--- src/rtl/pfs_pkg.sv ---
package pfs_pkg;

  typedef enum logic [2:0] {
    OP_PROG   = 3'd0,
    OP_SECT   = 3'd1,
    OP_CHIP   = 3'd2,
    OP_LOCK   = 3'd3,
    OP_UNLOCK = 3'd4
  } op_e;

  typedef enum logic [2:0] {
    S_IDLE, S_FETCH, S_CMD, S_DAT, S_WAIT, S_POLL, S_PROT, S_DONE
  } st_e;

  typedef enum logic [1:0] {PH_IDLE, PH_SETUP, PH_STRB, PH_HOLD} ph_e;

  localparam logic [7:0] ERASED_VAL = 8'hFF;
  localparam logic [7:0] CMD_PROG   = 8'h10;
  localparam logic [7:0] CMD_SECT   = 8'h20;
  localparam logic [7:0] CMD_CONF   = 8'hD0;
  localparam logic [7:0] CMD_CHIP   = 8'h30;

  // Address of read number idx in the protection sequence
  function automatic logic [15:0] lock_ofs(input logic [2:0] idx, input logic unlock);
    case (idx)
      3'd0:    lock_ofs = 16'h1823;
      3'd1:    lock_ofs = 16'h1820;
      3'd2:    lock_ofs = 16'h1822;
      3'd3:    lock_ofs = 16'h0418;
      3'd4:    lock_ofs = 16'h041B;
      3'd5:    lock_ofs = 16'h0419;
      default: lock_ofs = unlock ? 16'h041A : 16'h040A;
    endcase
  endfunction

  function automatic logic [7:0] first_byte(input op_e op);
    case (op)
      OP_PROG: first_byte = CMD_PROG;
      OP_SECT: first_byte = CMD_SECT;
      default: first_byte = CMD_CHIP;
    endcase
  endfunction

  function automatic logic [7:0] second_byte(input op_e op, input logic [7:0] dat);
    case (op)
      OP_PROG: second_byte = dat;
      OP_SECT: second_byte = CMD_CONF;
      default: second_byte = CMD_CHIP;
    endcase
  endfunction

  function automatic logic toggle_of(input logic [7:0] rd);
    toggle_of = rd[6];
  endfunction

endpackage

--- src/rtl/pfs_buscyc.sv ---
module pfs_buscyc
  import pfs_pkg::*;
#(
  parameter int AW     = 19,
  parameter int SETUP  = 1,
  parameter int STROBE = 2,
  parameter int HOLD   = 1
) (
  input  logic          clk,
  input  logic          rst_n,
  input  logic          start,
  input  logic          wr,
  input  logic [AW-1:0] addr,
  input  logic [7:0]    wdata,
  output logic          busy,
  output logic          fin,
  output logic [7:0]    rdata,
  output logic [AW-1:0] fl_addr,
  output logic [7:0]    fl_dout,
  input  logic [7:0]    fl_din,
  output logic          fl_we_n,
  output logic          fl_oe_n
);
  localparam int CW = $clog2(SETUP + STROBE + HOLD + 1);

  ph_e           ph;
  logic [CW-1:0] cnt;
  logic [AW-1:0] addr_q;
  logic [7:0]    data_q;
  logic          wr_q;
  wire           phase_end = (cnt == '0);

  always_ff @(posedge clk or negedge rst_n) begin
    if (!rst_n) begin
      ph     <= PH_IDLE;
      cnt    <= '0;
      addr_q <= '0;
      data_q <= '0;
      wr_q   <= 1'b0;
      rdata  <= '0;
    end else begin
      case (ph)
        PH_IDLE: if (start) begin
          addr_q <= addr;
          data_q <= wdata;
          wr_q   <= wr;
          ph     <= PH_SETUP;
          cnt    <= CW'(SETUP - 1);
        end
        PH_SETUP: if (phase_end) begin
          ph  <= PH_STRB;
          cnt <= CW'(STROBE - 1);
        end else cnt <= cnt - 1'b1;
        PH_STRB: if (phase_end) begin
          ph  <= PH_HOLD;
          cnt <= CW'(HOLD - 1);
          if (!wr_q) rdata <= fl_din;
        end else cnt <= cnt - 1'b1;
        default: if (phase_end) ph <= PH_IDLE;
                 else cnt <= cnt - 1'b1;
      endcase
    end
  end

  assign busy    = (ph != PH_IDLE);
  assign fin     = (ph == PH_HOLD) && phase_end;
  assign fl_addr = addr_q;
  assign fl_dout = data_q;
  assign fl_we_n = !((ph == PH_STRB) && wr_q);
  assign fl_oe_n = !((ph == PH_STRB) && !wr_q);

  // Checker state: length of the current strobe-low run
  logic [CW-1:0] low_run;
  always_ff @(posedge clk or negedge rst_n) begin
    if (!rst_n) low_run <= '0;
    else if (!fl_we_n || !fl_oe_n) low_run <= low_run + 1'b1;
    else low_run <= '0;
  end

  AST_STROBE_EXCL: assert property (@(posedge clk) disable iff (!rst_n)
    fl_we_n || fl_oe_n);
  AST_STROBE_WIDTH: assert property (@(posedge clk) disable iff (!rst_n)
    ($rose(fl_we_n) || $rose(fl_oe_n)) |-> (low_run == CW'(STROBE)));
  AST_ADDR_HELD: assert property (@(posedge clk) disable iff (!rst_n)
    (!fl_we_n || !fl_oe_n) |-> $stable(fl_addr));
endmodule

--- src/rtl/pfs_poll.sv ---
module pfs_poll
  import pfs_pkg::*;
#(
  parameter int LIMIT = 64
) (
  input  logic       clk,
  input  logic       rst_n,
  input  logic       clr,
  input  logic       sample,
  input  logic [7:0] rd_byte,
  output logic       settled,
  output logic       timeout
);
  localparam int CW = $clog2(LIMIT + 1);

  logic          seen;
  logic          prev;
  logic [CW-1:0] cnt;
  wire           cur = toggle_of(rd_byte);

  assign settled = sample && seen && (cur == prev);
  assign timeout = sample && !settled && (cnt == CW'(LIMIT - 1));

  always_ff @(posedge clk or negedge rst_n) begin
    if (!rst_n) begin
      seen <= 1'b0;
      prev <= 1'b0;
      cnt  <= '0;
    end else if (clr) begin
      seen <= 1'b0;
      cnt  <= '0;
    end else if (sample) begin
      seen <= 1'b1;
      prev <= cur;
      cnt  <= cnt + 1'b1;
    end
  end

  AST_POLL_BOUND: assert property (@(posedge clk) disable iff (!rst_n)
    !clr |-> (cnt < CW'(LIMIT)));
  AST_SETTLE_TWO_READS: assert property (@(posedge clk) disable iff (!rst_n)
    settled |-> (cnt != '0));
endmodule

--- src/rtl/pfs_seq.sv ---
module pfs_seq
  import pfs_pkg::*;
#(
  parameter int AW         = 19,
  parameter int SETUP      = 1,
  parameter int STROBE     = 2,
  parameter int HOLD       = 1,
  parameter int DELAY_CYC  = 2500,
  parameter int POLL_LIMIT = 64
) (
  input  logic          clk,
  input  logic          rst_n,
  input  logic          req_valid,
  output logic          req_ready,
  input  logic [2:0]    req_op,
  input  logic [AW-1:0] req_addr,
  input  logic [AW:0]   req_len,
  output logic          src_rd,
  input  logic [7:0]    src_data,
  output logic          done,
  output logic          err,
  output logic [AW-1:0] fl_addr,
  output logic [7:0]    fl_dout,
  input  logic [7:0]    fl_din,
  output logic          fl_we_n,
  output logic          fl_oe_n
);
  localparam int LW = AW + 1;
  localparam int DW = $clog2(DELAY_CYC + 1);
  localparam logic [LW-1:0] DEV_BYTES = {1'b1, {AW{1'b0}}};

  st_e           st;
  op_e           op_q;
  logic [AW-1:0] addr_q;
  logic [LW-1:0] left_q;
  logic [7:0]    byte_q;
  logic [2:0]    pidx;
  logic [DW-1:0] dly;
  logic          pend;
  logic          err_q;

  // Named internal events
  logic          cyc_start, cyc_wr, cyc_busy, cyc_fin;
  logic [AW-1:0] cyc_addr;
  logic [7:0]    cyc_data, cyc_rdata;
  logic          poll_settled, poll_timeout;
  wire           bus_state = (st == S_CMD) || (st == S_DAT) || (st == S_POLL) || (st == S_PROT);
  wire           last_byte = (left_q == LW'(1));
  wire           chip_ok   = (req_addr == '0) && (req_len == DEV_BYTES);

  assign cyc_start = bus_state && !pend && !cyc_busy;
  assign cyc_wr    = (st == S_CMD) || (st == S_DAT);

  always_comb begin
    cyc_addr = '0;
    cyc_data = '0;
    case (st)
      S_CMD: begin
        cyc_addr = (op_q == OP_PROG) ? addr_q : '0;
        cyc_data = first_byte(op_q);
      end
      S_DAT: begin
        cyc_addr = ((op_q == OP_PROG) || (op_q == OP_SECT)) ? addr_q : '0;
        cyc_data = second_byte(op_q, byte_q);
      end
      S_PROT:  cyc_addr = AW'(lock_ofs(pidx, op_q == OP_UNLOCK));
      default: ;
    endcase
  end

  always_ff @(posedge clk or negedge rst_n) begin
    if (!rst_n) begin
      st     <= S_IDLE;
      op_q   <= OP_PROG;
      addr_q <= '0;
      left_q <= '0;
      byte_q <= '0;
      pidx   <= '0;
      dly    <= '0;
      pend   <= 1'b0;
      err_q  <= 1'b0;
    end else begin
      if (cyc_start) pend <= 1'b1;
      else if (cyc_fin) pend <= 1'b0;
      case (st)
        S_IDLE: if (req_valid) begin
          op_q   <= op_e'(req_op);
          addr_q <= req_addr;
          left_q <= req_len;
          pidx   <= '0;
          err_q  <= 1'b0;
          case (op_e'(req_op))
            OP_PROG:   st <= (req_len == '0) ? S_DONE : S_FETCH;
            OP_SECT:   st <= S_CMD;
            OP_CHIP:   begin st <= chip_ok ? S_CMD : S_DONE; err_q <= !chip_ok; end
            OP_LOCK,
            OP_UNLOCK: st <= S_PROT;
            default:   begin st <= S_DONE; err_q <= 1'b1; end
          endcase
        end
        S_FETCH: begin
          byte_q <= src_data;
          if (src_data == ERASED_VAL) begin
            addr_q <= addr_q + 1'b1;
            left_q <= left_q - 1'b1;
            if (last_byte) st <= S_DONE;
          end else st <= S_CMD;
        end
        S_CMD: if (cyc_fin) st <= S_DAT;
        S_DAT: if (cyc_fin) begin
          if (op_q == OP_CHIP) begin
            st  <= S_WAIT;
            dly <= DW'(DELAY_CYC - 1);
          end else st <= S_POLL;
        end
        S_WAIT: if (dly == '0) st <= S_POLL;
                else dly <= dly - 1'b1;
        S_POLL: if (poll_settled) begin
          if (op_q == OP_PROG) begin
            addr_q <= addr_q + 1'b1;
            left_q <= left_q - 1'b1;
            st     <= last_byte ? S_DONE : S_FETCH;
          end else st <= S_DONE;
        end else if (poll_timeout) begin
          st    <= S_DONE;
          err_q <= 1'b1;
        end
        S_PROT: if (cyc_fin) begin
          if (pidx == 3'd6) st <= S_DONE;
          else pidx <= pidx + 1'b1;
        end
        default: st <= S_IDLE;
      endcase
    end
  end

  assign req_ready = (st == S_IDLE);
  assign src_rd    = (st == S_FETCH);
  assign done      = (st == S_DONE);
  assign err       = done && err_q;

  pfs_buscyc #(.AW(AW), .SETUP(SETUP), .STROBE(STROBE), .HOLD(HOLD)) u_bus (
    .clk(clk), .rst_n(rst_n), .start(cyc_start), .wr(cyc_wr), .addr(cyc_addr),
    .wdata(cyc_data), .busy(cyc_busy), .fin(cyc_fin), .rdata(cyc_rdata),
    .fl_addr(fl_addr), .fl_dout(fl_dout), .fl_din(fl_din),
    .fl_we_n(fl_we_n), .fl_oe_n(fl_oe_n)
  );

  pfs_poll #(.LIMIT(POLL_LIMIT)) u_poll (
    .clk(clk), .rst_n(rst_n), .clr(st != S_POLL), .sample(cyc_fin && (st == S_POLL)),
    .rd_byte(cyc_rdata), .settled(poll_settled), .timeout(poll_timeout)
  );

  AST_DONE_PULSE: assert property (@(posedge clk) disable iff (!rst_n)
    done |=> !done);
  AST_ERR_WITH_DONE: assert property (@(posedge clk) disable iff (!rst_n)
    err |-> done);
  AST_SRC_ONLY_PROG: assert property (@(posedge clk) disable iff (!rst_n)
    src_rd |-> (op_q == OP_PROG));
  AST_PROT_READONLY: assert property (@(posedge clk) disable iff (!rst_n)
    (st == S_PROT) |-> fl_we_n);
  AST_CHIP_WAIT_DONE: assert property (@(posedge clk) disable iff (!rst_n)
    ((st == S_POLL) && ($past(st) == S_WAIT)) |-> ($past(dly) == '0));
  AST_POLL_AT_BASE: assert property (@(posedge clk) disable iff (!rst_n)
    ((st == S_POLL) && !fl_oe_n) |-> (fl_addr == '0));
endmodule

--- config.mk ---
export PLATFORM = sky130hd
export DESIGN_NAME = pfs_seq
export DESIGN_NICKNAME = d
export VERILOG_FILES = /design/src/rtl/pfs_pkg.sv /design/src/rtl/pfs_buscyc.sv /design/src/rtl/pfs_poll.sv /design/src/rtl/pfs_seq.sv
export SDC_FILE = /design/constraint.sdc
export NUM_CORES = 1
export LEC_CHECK = 0
export BUFFER_PORTS_ARGS = -buffer_cell sky130_fd_sc_hd__buf_2
export CELL_PAD_IN_SITES_DETAIL_PLACEMENT = 1
export CELL_PAD_IN_SITES_GLOBAL_PLACEMENT = 1
export CORE_AREA = 2 2 137 139
export CTS_CLUSTER_SIZE = 40
export DETAILED_ROUTE_END_ITERATION = 12
export DIE_AREA = 0 0 139 141
export GPL_TIMING_DRIVEN = 0
export PLACE_DENSITY = 0.66
export SLEW_MARGIN = 0
export SYNTH_ARGS = -nofsm -noshare
export SYNTH_HDL_FRONTEND = slang
export SYNTH_SLANG_ARGS = --single-unit
--- constraint.sdc ---
create_clock -name clk -period 5.08 [get_ports clk]
set_clock_uncertainty 0.1 [all_clocks]
set_input_delay 0 -clock clk [delete_from_list [all_inputs] [get_ports clk]]
set_output_delay 0 -clock clk [all_outputs]
set_load 0.02 [all_outputs]
==> results of run 1 <==
## synth_stat cells (9+ instances only)
library cell | instances | area share
nand3_1 | 14 | 0.011
inv_1 | 21 | 0.013
mux2_2 | 13 | 0.024
clkbuf_1 | 28 | 0.017
a22o_1 | 16 | 0.023
nor2_1 | 65 | 0.039
or3_1 | 12 | 0.012
ha_1 | 15 | 0.030
a2bb2oi_1 | 9 | 0.013
nand4_1 | 9 | 0.0091
dfrtp_1 | 113 | 0.46
nor4_1 | 19 | 0.019
nand2_1 | 63 | 0.038
nor3_1 | 25 | 0.020
a21oi_1 | 62 | 0.050
and3_1 | 9 | 0.0091
o21ai_0 | 68 | 0.055
o22ai_1 | 12 | 0.012
## worst paths after layout
check	endpoint	slack, ns	depth (start not counted)
max	left_q[0]	1.99	10
min	u_bus.cnt[0]	-0.004	3
max reg2reg	left_q[0]	1.99	10
min reg2reg	u_bus.fl_addr[11]	0.38	2
max in group asynchronous	u_bus.fl_addr[17]	4.47	3
min in group clk	err_q	0.03	3
## timing repair
| item | in CTS | in global routing |
|---|---|---|
| hold endpoints to repair | 165 | 0 |
| buffers inserted | 0 | 0 |
| hold buffers | 52 | 0 |
| resized for setup | 0 | 0 |
## cell families (layout without fill, tap and decap cells)
family | Yosys count | count (layout) | share of synthesized area
simple gates | 260 | 260 | 0.215
compound gates | 218 | 218 | 0.219
flops | 113 | 113 | 0.456
buf+inv | 61 | 230 | 0.0383
fa+ha+maj | 15 | 15 | 0.0302
mux | 15 | 15 | 0.0270
xor+xnor | 11 | 11 | 0.0155
## flip-flops by register name (all words and copies together), names as in the netlist, 2 cells and up
register and cells:
byte_q 8, op_q 3, pidx 3, dly 12, left_q 20, st 3, addr_q 19, u_bus.ph 2
u_bus.fl_addr 19, u_bus.cnt 3, u_poll.cnt 7, u_bus.fl_dout 8
## power by group
group	internal, mW	switching (mW)	leakage [nW]
clock	0.792	0.424	0.295
combinational	0.764	1.31	1.75
sequential	1.28	0.355	1.43
## worst max-delay path, stage by stage, from the launching register on
cell,delay (ns)
dfrtp_1,0.42
ha_1,0.26
and3b_1,0.18
clkbuf_1,0.27
nand4_1,0.22
o2bb2ai_1,0.29
nor2b_1,0.16
buf_2,0.26
clkbuf_1,0.53
nand3_1,0.16
o211ai_1,0.14
## metal layers
metal	track usage	part of all wire
met3	0.0414	0.040
met5	0	0
met2	0.413	0.51
met4	0.0542	0.0089
met1	0.291	0.44
## final cells by class
cell class	instances	share of cell area
Clock buffer	25	0.0638
Sequential cell	113	0.350
Multi-Input combinational cell	519	0.389
Clock inverter	5	0.00929
Inverter	21	0.00975
Tap cell	234	0.0362
Buffer	40	0.0197
Timing Repair Buffer	139	0.123
## through the flow
| step | power (mW) | cells |
|---|---|---|
| floorplan | 2.93 | 693 |
| global placement | 3.54 | 1013 |
| detailed placement | 3.66 | 1014 |
| CTS | 4.93 | 1096 |
| global route | 5.26 | 1096 |
| finish | 4.92 | 1096 |
## cells in the final DEF, fill, tap and decap left out, types with 4 or more instances in the layout
cell type,synthesis,final
xor2_1,6,6
clkbuf_8,0,6
or3_1,12,12
nand3_1,14,14
o21ai_0,68,68
nand2_1,63,63
o2bb2ai_1,6,6
a22o_1,16,16
xnor2_1,5,5
ha_1,15,15
clkbuf_1,28,30
o22ai_1,12,12
dfrtp_1,113,113
nor3b_1,5,5
o22a_1,4,4
inv_1,21,21
nor2_1,65,65
a22oi_1,6,6
nor4_1,19,19
buf_2,7,92
a31oi_1,6,6
a211o_1,4,4
nor2b_1,5,5
o31ai_1,7,7
or2_2,4,4
nand4_1,9,9
dlygate4sd3_1,0,51
a2bb2oi_1,9,9
and3_1,9,9
buf_1,5,5
mux2_2,13,13
nand2b_1,7,7
nor3_1,25,25
clkbuf_16,0,17
a21oi_1,62,62
==> reports/summary.log, run 1 <==
INFO  clock_tree     clock_tree.htree_level_count=4
INFO  timing         timing.max_slew.rel_slack=0.261
INFO  global_routing maximum_number_of_pins_on_one_net_before_global_route_repair=79
INFO  clock_tree     clock-root-buffer=clkbuf_16
INFO  floorplanning  number_of_top_level_pins=94
INFO  detailed_routing drt-total-wl=22000um
INFO  worst_setup_path arrival=3.31ns
INFO  finish         area.sequential=2830squm
INFO  timing         tightestPinTransition=1.10ns
INFO  detailed_routing detail_route.iter0.violations=270
INFO  worst_setup_path cp_data_required_time=5.30ns
INFO  timing         final-hold-violation-count=1
INFO  detailed_routing num_vias=6190
INFO  worst_setup_path cp-startpoint=u_bus.ph[0]
INFO  global_routing grt_use_total=0.231
INFO  floorplanning  total_die_area=19600squm
INFO  yosys          synth_cells=693
INFO  yosys          synth-edff-count=0
INFO  worst_setup_path worst-setup-path-type=reg2reg
INFO  yosys          ys_async_sr_fraction=1.00
INFO  yosys          synth_fp_nets=769
INFO  detailed_routing drt-vias-per-instance=5.65
INFO  timing         finalWorstSetupSlack=1.99ns
INFO  finish         post-route-util=0.443
INFO  detailed_routing remaining_number_of_nets_flagged_by_the_antenna_check_after_routing=0
INFO  detailed_routing drt_first_pass_iters=5
INFO  clock_tree     tritoncts_num_sinks=113
INFO  worst_setup_path critPathLaunchType=flop
INFO  global_routing first_global_vias=6655
INFO  global_routing initial_antenna_violation_count=0
INFO  timing         finalWorstPathRequiredPeriod=3.09ns
INFO  placement      detailed_place_hpwl=15300um
INFO  placement      area_post_placement=6960squm
INFO  placement      placement.setup.worst_slack=2.08ns
INFO  global_routing gr-total-overflow=0
INFO  power_and_ir_drop p_per_area=609nW/um^2
INFO  yosys          warnings_synthesis=0
INFO  finish         filler_cell_count=2158
INFO  clock_tree     worstSkewPairLatency=0.42ns
INFO  clock_tree     cts_max_path_buffers=2
INFO  timing         post_route_fraction_of_the_period_consumed_by_the_critical_path=0.608
INFO  finish         synth_to_final_area_change=30.3%
INFO  floorplanning  initial_utilization=0.340
INFO  finish         multiInputGateArea=3140squm
INFO  global_routing grt_first_pass_wirelength=35900um
INFO  yosys          ys_types=63
INFO  timing         drv_slew=0
INFO  finish         antenna-diode-count=0
INFO  timing         achievable-frequency=0.324GHz
INFO  floorplanning  fp-row-count=50
INFO  clock_tree     clkTransAtPathRegs=0.05ns
INFO  detailed_routing wire_per_inst=20.0um
INFO  worst_setup_path timing.critical_path.to_type=flop
INFO  worst_setup_path critical_path.reg2reg.startpoint=u_bus.ph[0]
INFO  worst_setup_path critical_path_peak_fanout=10
INFO  run            cap_viol_max_count=0
INFO  clock_tree     clock_tree_from_tritoncts=yes
INFO  floorplanning  die_h=141um
INFO  floorplanning  placeableCoreArea=18300squm
INFO  power_and_ir_drop worst_ir_drop_vdd=0.270mV
INFO  yosys          synth_top_flop_cell=dfrtp_1
INFO  timing         grt_setup_unrepaired=no
INFO  floorplanning  die-width=139um
INFO  placement      io_buffer_count=86
INFO  timing         setup_tns=0ns
INFO  placement      place.gp.congestion=0.850
INFO  status         violations=hold timing
INFO  yosys          ys_seq_area_frac=0.456
INFO  timing         setup-violations-final=0
INFO  clock_tree     cts_made_buffers=17
INFO  yosys          postSynthAreaPerCell=8.96squm
INFO  finish         post-route-cell-area=8090squm
INFO  timing         timing.hold.ws=-0.00406ns
INFO  finish         final_layout_size_suffix_gt1_frac=0.174
INFO  worst_hold_path worst_hold_path_type=in2async
INFO  finish         num-nets-final=927
INFO  status         status=finished with violations
INFO  yosys          netlist_area=6210squm
INFO  detailed_routing drc=0
INFO  power_and_ir_drop leakagePower=3.47nW
INFO  yosys          number_of_register_bits_inferred_by_synthesis=113
No activity file was read; power rests on OpenSTA's default activity.
==> run 2: changes to the inputs <==
--- a/config.mk
+++ b/config.mk
@@ -13,7 +13,7 @@
 export DETAILED_ROUTE_END_ITERATION = 12
 export DIE_AREA = 0 0 139 141
 export GPL_TIMING_DRIVEN = 0
-export PLACE_DENSITY = 0.66
+export PLACE_DENSITY = 0.68
 export SLEW_MARGIN = 0
 export SYNTH_ARGS = -nofsm -noshare
 export SYNTH_HDL_FRONTEND = slang
==> constraint.sdc (replaced) <==
create_clock -name clk -period 2.75 [get_ports clk]
set_clock_uncertainty 0.1 [all_clocks]
set_input_delay 0 -clock clk [delete_from_list [all_inputs] [get_ports clk]]
set_output_delay 0 -clock clk [all_outputs]
set_load 0.02 [all_outputs]
==> run 2 against run 1 <==
The run now ends clean. Largest power group unchanged. Setup slack lost 1.8 ns. Global-route usage is 0.21 points lower. Clock power up 100%. Final cell count grew 0.27%. Highest routed layer unchanged. Sequential share of layout area decreased by 0.68 points. Non-clock buffer count is 1 higher. Critical path depth decreased by 4. Design area is 2.0% higher.
==> reports/summary.log, run 2 (synthesis results as in run 1) <==
INFO  worst_setup_path setup.reg_to_reg.worst_slack=0.15ns [-1.84 ns]
INFO  finish         post-route-util=0.451 [+0.00877]
INFO  finish         multiInputGateArea=3200squm [+1.8%]
INFO  clock_tree     tritoncts_num_sinks=113 [unchanged]
INFO  global_routing gr-total-overflow=0 [unchanged]
INFO  worst_setup_path critical_path.reg2reg.startpoint=dly[8]
INFO  detailed_routing wire_per_inst=20.3um [+1.0%]
INFO  timing         timing.max_slew.rel_slack=0.440 [+0.179]
INFO  finish         register_with_the_highest_flop_count=left_q
INFO  power_and_ir_drop leakagePower=3.51nW [+1.2%]
INFO  timing         achievable-frequency=0.385GHz [+19%]
INFO  detailed_routing drt-total-wl=22300um [+1.3%]
INFO  detailed_routing num_vias=6242 [+0.84%]
INFO  clock_tree     cts_max_path_buffers=2 [unchanged]
INFO  clock_tree     cts_made_buffers=17 [unchanged]
INFO  floorplanning  placeableCoreArea=18300squm [unchanged]
INFO  timing         final-hold-violation-count=0 [-1]
INFO  power_and_ir_drop worst_ir_drop_vdd=0.521mV [+93%]
INFO  detailed_routing remaining_number_of_nets_flagged_by_the_antenna_check_after_routing=0 [unchanged]
INFO  floorplanning  fp-row-count=50 [unchanged]
INFO  finish         final_layout_size_suffix_gt1_frac=0.198 [+0.0237]
INFO  floorplanning  total_die_area=19600squm [unchanged]
INFO  finish         final_common_cell=dfrtp_1
INFO  worst_setup_path critical_path_peak_fanout=5 [-5]
INFO  finish         final_cell_mix=113 x dfrtp_1, 92 x buf_2, 68 x o21ai_0
INFO  detailed_routing drc=0 [unchanged]
INFO  placement      place.gp.congestion=0.853 [+0.40%]
INFO  timing         grt_setup_unrepaired=no
INFO  placement      io_buffer_count=86 [unchanged]
INFO  global_routing maximum_number_of_pins_on_one_net_before_global_route_repair=83 [+5.1%]
INFO  finish         antenna-diode-count=0 [unchanged]
INFO  floorplanning  number_of_top_level_pins=94 [unchanged]
INFO  worst_setup_path arrival=2.80ns [-0.51 ns]
INFO  finish         area.sequential=2830squm [unchanged]
INFO  clock_tree     clkTransAtPathRegs=0.06ns [about the same]
INFO  finish         largest_reg_flops=20 [unchanged]
INFO  clock_tree     clock_tree.htree_level_count=4 [unchanged]
INFO  worst_hold_path min_to=err_q
INFO  placement      placement.setup.worst_slack=-0.295ns [-2.37 ns]
INFO  detailed_routing drt-vias-per-instance=5.68 [+0.56%]
INFO  detailed_routing detail_route.iter0.violations=324 [+20%]
INFO  global_routing grt_first_pass_wirelength=35600um [-0.83%]
INFO  timing         finalWorstSetupSlack=0.154ns [-1.84 ns]
INFO  clock_tree     clock_tree_from_tritoncts=yes
INFO  worst_setup_path worst_r2r_endpoint=st[2]
INFO  global_routing first_global_vias=6691 [+0.54%]
INFO  placement      placedCellCount=1014 [unchanged]
INFO  detailed_routing drt_first_pass_iters=5 [unchanged]
INFO  worst_hold_path timing.hold.worst.start=req_valid
INFO  finish         synth_to_final_area_change=32.8%
INFO  worst_setup_path timing.critical_path.to_type=flop
INFO  clock_tree     clock-root-buffer=clkbuf_16
INFO  global_routing initial_antenna_violation_count=0 [unchanged]
INFO  timing         setup-violations-final=0 [unchanged]
INFO  finish         num-nets-final=928 [+0.11%]
INFO  worst_setup_path worst_r2r_path_depth=6 [-4]
INFO  worst_hold_path hold_critical_path_depth=3
INFO  status         status=finished, final reports clean
INFO  timing         timing.hold.ws=0.0388ns [+0.0429 ns]
INFO  timing         post_route_fraction_of_the_period_consumed_by_the_critical_path=0.944 [+0.336]
INFO  worst_setup_path critPathLaunchType=flop
INFO  timing         drv_slew=0 [unchanged]
INFO  floorplanning  die_h=141um [unchanged]
INFO  clock_tree     worstSkewPairLatency=0.43ns [about the same]
INFO  placement      detailed_place_hpwl=15400um [+0.75%]
INFO  power_and_ir_drop p_per_area=1140nW/um^2 [+87%]
INFO  floorplanning  die-width=139um [unchanged]
INFO  worst_setup_path worst-setup-path-type=reg2reg
INFO  global_routing grt_use_total=0.229 [-0.00211]
INFO  worst_setup_path cp_data_required_time=2.95ns [-2.35 ns]
INFO  run            cap_viol_max_count=0 [unchanged]
INFO  timing         finalWorstPathRequiredPeriod=2.60ns [-0.492 ns]
INFO  timing         tightestPinTransition=0.834ns [-0.265 ns]
INFO  floorplanning  initial_utilization=0.340 [unchanged]
INFO  finish         stdcell_count=1099 [+0.27%]
INFO  worst_hold_path worst_hold_path_type=in2reg
INFO  finish         filler_cell_count=2122 [-1.7%]
INFO  clock_tree     post_cts_buffers=0 [unchanged]
## run 2: changes by cell type in the layout (fill, tap and decap cells not counted), sizes merged
cell,delta
clkbuf,-10
clkinvlp,+4
bufinv,+3
dlygate4sd3,+2
inv,+2
buf,+1
clkinv,+1
## run 2: how the worst max path moves through the flow
| stage | start | depth (start not counted) | endpoint | slack (ns) |
|---|---|---|---|---|
| finish | dly[8] | 6 | st[2] | 0.15 |
| global route | addr_q[7] | 6 | addr_q[18] | 0.02 |
| CTS | u_bus.ph[0] | 9 | left_q[2] | 0.02 |
| detailed placement | u_bus.ph[0] | 10 | addr_q[1] | -0.29 |
| global placement | u_bus.cnt[0] | 10 | addr_q[17] | -0.23 |
| floorplan | dly[5] | 6 | st[2] | 0.46 |
## run 2: timing repair
item,4_1_cts,5_1_grt
gates cloned,0,0
hold buffers,54,0
hold endpoints to repair,166,0
setup endpoints to repair,39,68
resized for setup,8,21
## run 2: worst max-delay path, cell delays in order, from the launching register on
cell	delay, ns
dfrtp_1	0.41
or4_1	0.61
nor4_4	0.43
nor4_2	0.11
a311oi_2	0.34
o21ai_2	0.15
mux2_1	0.33
## run 2: routing by layer
metal | vias up | share of wire | track usage
met5 | - | 0 | 0
met4 | 0 | 0.021 | 0.0766
met3 | 43 | 0.041 | 0.0459
met2 | 168 | 0.51 | 0.403
met1 | 3163 | 0.43 | 0.281
li1 | 2868 | - | -
## run 2: through the flow
| step | power, mW | setup TNS (ns) | area [sq um] |
|---|---|---|---|
| 6_report | 9.38 | 0 | 8250 |
| 5_1_grt | 9.99 | 0 | 8250 |
| 4_1_cts | 9.36 | 0 | 8190 |
| 3_5_place_dp | 6.74 | -5.30 | 6960 |
| 3_3_place_gp | 6.52 | -3.23 | 6930 |
| 2_1_floorplan | 5.40 | 0 | 6210 |
## run 2: report_power, final
| group | switching, mW | total [mW] | internal [mW] |
|---|---|---|---|
| combinational | 2.43 | 3.86 | 1.43 |
| sequential | 0.664 | 3.02 | 2.36 |
| clock | 0.878 | 2.49 | 1.62 |
| total | 3.97 | 9.38 | 5.41 |
## run 2: final cells by class
| type | instances | share of cell area |
|---|---|---|
| multi-input combinational | 519 | 0.388 |
| sequential | 113 | 0.343 |
| timing repair buffer | 141 | 0.123 |
| clock buffer | 17 | 0.0516 |
| tap | 234 | 0.0355 |
| clock inverter | 15 | 0.0282 |
| buffer | 39 | 0.0211 |
| inverter | 21 | 0.00956 |
==> run 3: changes to the inputs <==
--- a/config.mk
+++ b/config.mk
@@ -13,7 +13,7 @@
 export DETAILED_ROUTE_END_ITERATION = 12
 export DIE_AREA = 0 0 139 141
 export GPL_TIMING_DRIVEN = 0
-export PLACE_DENSITY = 0.68
+export PLACE_DENSITY_LB_ADDON = 0.1
 export SLEW_MARGIN = 0
 export SYNTH_ARGS = -nofsm -noshare
 export SYNTH_HDL_FRONTEND = slang
==> run 3 against run 2 <==
Combinational power is essentially flat. Clock power shrank 8.8%. Critical endpoint is now left_q[19]. First-iteration DRC count shrank 29%.
==> reports/summary.log, run 3 (synthesis results as in run 1) <==
INFO  finish         register_with_the_highest_flop_count=left_q
INFO  worst_setup_path arrival=2.88ns [+0.08 ns]
INFO  clock_tree     clock_tree.htree_level_count=4 [unchanged]
INFO  timing         setup-violations-final=0 [unchanged]
INFO  detailed_routing drt-total-wl=21700um [-2.4%]
INFO  floorplanning  placeableCoreArea=18300squm [unchanged]
INFO  run            cap_viol_max_count=0 [unchanged]
INFO  worst_setup_path setup.reg_to_reg.worst_slack=0.07ns [-0.08 ns]
INFO  global_routing grt_first_pass_wirelength=35100um [-1.4%]
INFO  timing         finalWorstPathRequiredPeriod=2.68ns [+0.0787 ns]
INFO  worst_setup_path critical_path_peak_fanout=5 [unchanged]
INFO  timing         finalWorstSetupSlack=0.0749ns [-0.0787 ns]
INFO  worst_setup_path timing.critical_path.to_type=flop
INFO  detailed_routing remaining_number_of_nets_flagged_by_the_antenna_check_after_routing=0 [unchanged]
INFO  clock_tree     tritoncts_num_sinks=113 [unchanged]
INFO  floorplanning  number_of_top_level_pins=94 [unchanged]
INFO  floorplanning  total_die_area=19600squm [unchanged]
INFO  timing         grt_setup_unrepaired=no
INFO  placement      placement.setup.worst_slack=-0.279ns [+0.0157 ns]
INFO  global_routing initial_antenna_violation_count=0 [unchanged]
INFO  clock_tree     cts_max_path_buffers=2 [unchanged]
INFO  finish         final_cell_mix=113 x dfrtp_1, 92 x buf_2, 68 x o21ai_0
INFO  worst_setup_path cp_slowest_stage_delay=0.65ns [+0.04 ns]
INFO  timing         post_route_fraction_of_the_period_consumed_by_the_critical_path=0.973 [+0.0286]
INFO  worst_setup_path cp_data_required_time=2.95ns [about the same]
INFO  worst_setup_path worst_r2r_path_depth=5 [-1]
INFO  detailed_routing detail_route.iter0.violations=229 [-29%]
INFO  timing         achievable-frequency=0.374GHz [-2.9%]
INFO  timing         drv_slew=0 [unchanged]
INFO  global_routing grt_use_total=0.228 [-0.000712]
INFO  global_routing maximum_number_of_pins_on_one_net_before_global_route_repair=76 [-8.4%]
INFO  power_and_ir_drop p_per_area=1120nW/um^2 [-1.4%]
INFO  global_routing gr-total-overflow=0 [unchanged]
INFO  worst_setup_path worst_r2r_endpoint=left_q[19]
INFO  power_and_ir_drop worst_ir_drop_vdd=0.584mV [+12%]
INFO  floorplanning  fp-row-count=50 [unchanged]
INFO  detailed_routing drt_first_pass_iters=5 [unchanged]
INFO  placement      place.gp.congestion=0.856 [+0.30%]
INFO  clock_tree     clkTransAtPathRegs=0.05ns [about the same]
INFO  status         status=finished, final reports clean
INFO  detailed_routing drc=0 [unchanged]
INFO  detailed_routing wire_per_inst=19.8um [-2.1%]
INFO  global_routing use_met3=0.0493 [+0.00340]
INFO  worst_setup_path cp.depth=5 [-1]
INFO  detailed_routing drt-vias-per-instance=5.58 [-1.8%]
INFO  placement      io_buffer_count=86 [unchanged]
INFO  finish         largest_reg_flops=20 [unchanged]
INFO  timing         final-hold-violation-count=0 [unchanged]
INFO  finish         antenna-diode-count=0 [unchanged]
INFO  worst_setup_path critical_path.reg2reg.startpoint=left_q[2]
INFO  timing         tightestPinTransition=0.903ns [+0.0686 ns]
INFO  floorplanning  die_h=141um [unchanged]
INFO  clock_tree     clock-root-buffer=clkbuf_16
INFO  finish         filler_cell_count=2133 [+0.52%]
INFO  worst_setup_path cp.buffers_inverters=0 [unchanged]
INFO  power_and_ir_drop leakagePower=3.48nW [-0.77%]
INFO  finish         final_common_cell=dfrtp_1
INFO  timing         timing.hold.ws=0.0179ns [-0.0209 ns]
INFO  detailed_routing num_vias=6114 [-2.1%]
INFO  clock_tree     worstSkewPairLatency=0.42ns [about the same]
INFO  worst_setup_path critPathLaunchType=flop
INFO  floorplanning  die-width=139um [unchanged]
INFO  global_routing grt_use_met2=0.397 [-0.00596]
INFO  timing         timing.max_slew.rel_slack=0.394 [-0.0461]
INFO  worst_setup_path worst-setup-path-type=reg2reg
INFO  placement      detailed_place_hpwl=15400um [+0.26%]
INFO  global_routing busiest_layer=met2
INFO  global_routing grt_use_met1=0.286 [+0.00458]
INFO  worst_setup_path standard_cell_with_the_maximum_stage_delay_on_the_critical_path=or4_1
INFO  finish         final_layout_size_suffix_gt1_frac=0.195 [-0.00279]
INFO  finish         synth_to_final_area_change=31.3%
INFO  clock_tree     clock_tree_from_tritoncts=yes
INFO  floorplanning  initial_utilization=0.340 [unchanged]
INFO  finish         num-nets-final=926 [-0.22%]
INFO  finish         post-route-util=0.446 [-0.00527]
INFO  timing         setup_tns=0ns [unchanged]
INFO  worst_setup_path critical-path-top-delay-family=simple AND/OR/NAND/NOR gates
INFO  global_routing first_global_vias=6584 [-1.6%]
INFO  clock_tree     cts_made_buffers=17 [unchanged]
INFO  worst_setup_path timing.critical_path.cells=or4_1 -> or3_1 -> nor4_1 -> a41oi_1 -> o22a_1
INFO  worst_hold_path worst_hold_path_type=in2async
## run 3: cell types whose count changed in the layout (fill, tap and decap cells not counted), sizes merged
cell / before / now
inv: 23 / 21
clkinvlp: 4 / 3
clkbuf: 43 / 46
dlygate4sd3: 53 / 51
bufinv: 5 / 3
clkinv: 4 / 5
## run 3: timing repair
item                                    in CTS  in global routing
endpoints found under the setup margin      38                 72
hold endpoints to repair                   165                  0
setup buffers                                0                  0
hold buffers                                52                  0
resized for setup                            8                 20
## run 3: per-stage QoR
step,power [mW],instance area (sq um),cells
3_3_place_gp,6.57,6930,1013
5_1_grt,9.79,8150,1096
2_1_floorplan,5.40,6210,693
3_5_place_dp,6.77,6960,1014
6_report,9.14,8150,1096
4_1_cts,9.16,8100,1096
## run 3: layout make-up
type                       count  area, sq um  area share
multi-input combinational    519         3180       0.391
sequential                   113         2830       0.347
timing repair buffer         139          995       0.122
clock buffer                  20          457      0.0560
tap                          234          293      0.0359
buffer                        39          176      0.0216
clock inverter                11          138      0.0169
inverter                      21         78.8     0.00967
## run 3: power breakdown
group          total [mW]  internal, mW  switching [mW]
Sequential           3.01          2.36           0.651
Combinational        3.86          1.43            2.43
Clock                2.27          1.46           0.815
## run 3: per-layer routing
metal  vias to the layer above  routed length, um
met5                         -                  0
met4                         0                177
met3                        15                769
met2                       132              11100
met1                      3116               9730
li1                       2851                  -
## run 3: worst max path at each step
stage	startpoint	endpoint	slack, ns
2_1_floorplan	dly[5]	st[2]	0.46
3_3_place_gp	u_bus.ph[0]	left_q[0]	-0.28
3_5_place_dp	u_bus.ph[0]	left_q[0]	-0.28
4_1_cts	st[0]	u_bus.fl_dout[0]	0.004
5_1_grt	left_q[2]	left_q[19]	0.008
6_report	left_q[2]	left_q[19]	0.07
## run 3: worst min-delay path, cell delays in order
cell	delay (ns)
dlygate4sd3_1	0.54
buf_6	0.13
buf_12	0.23
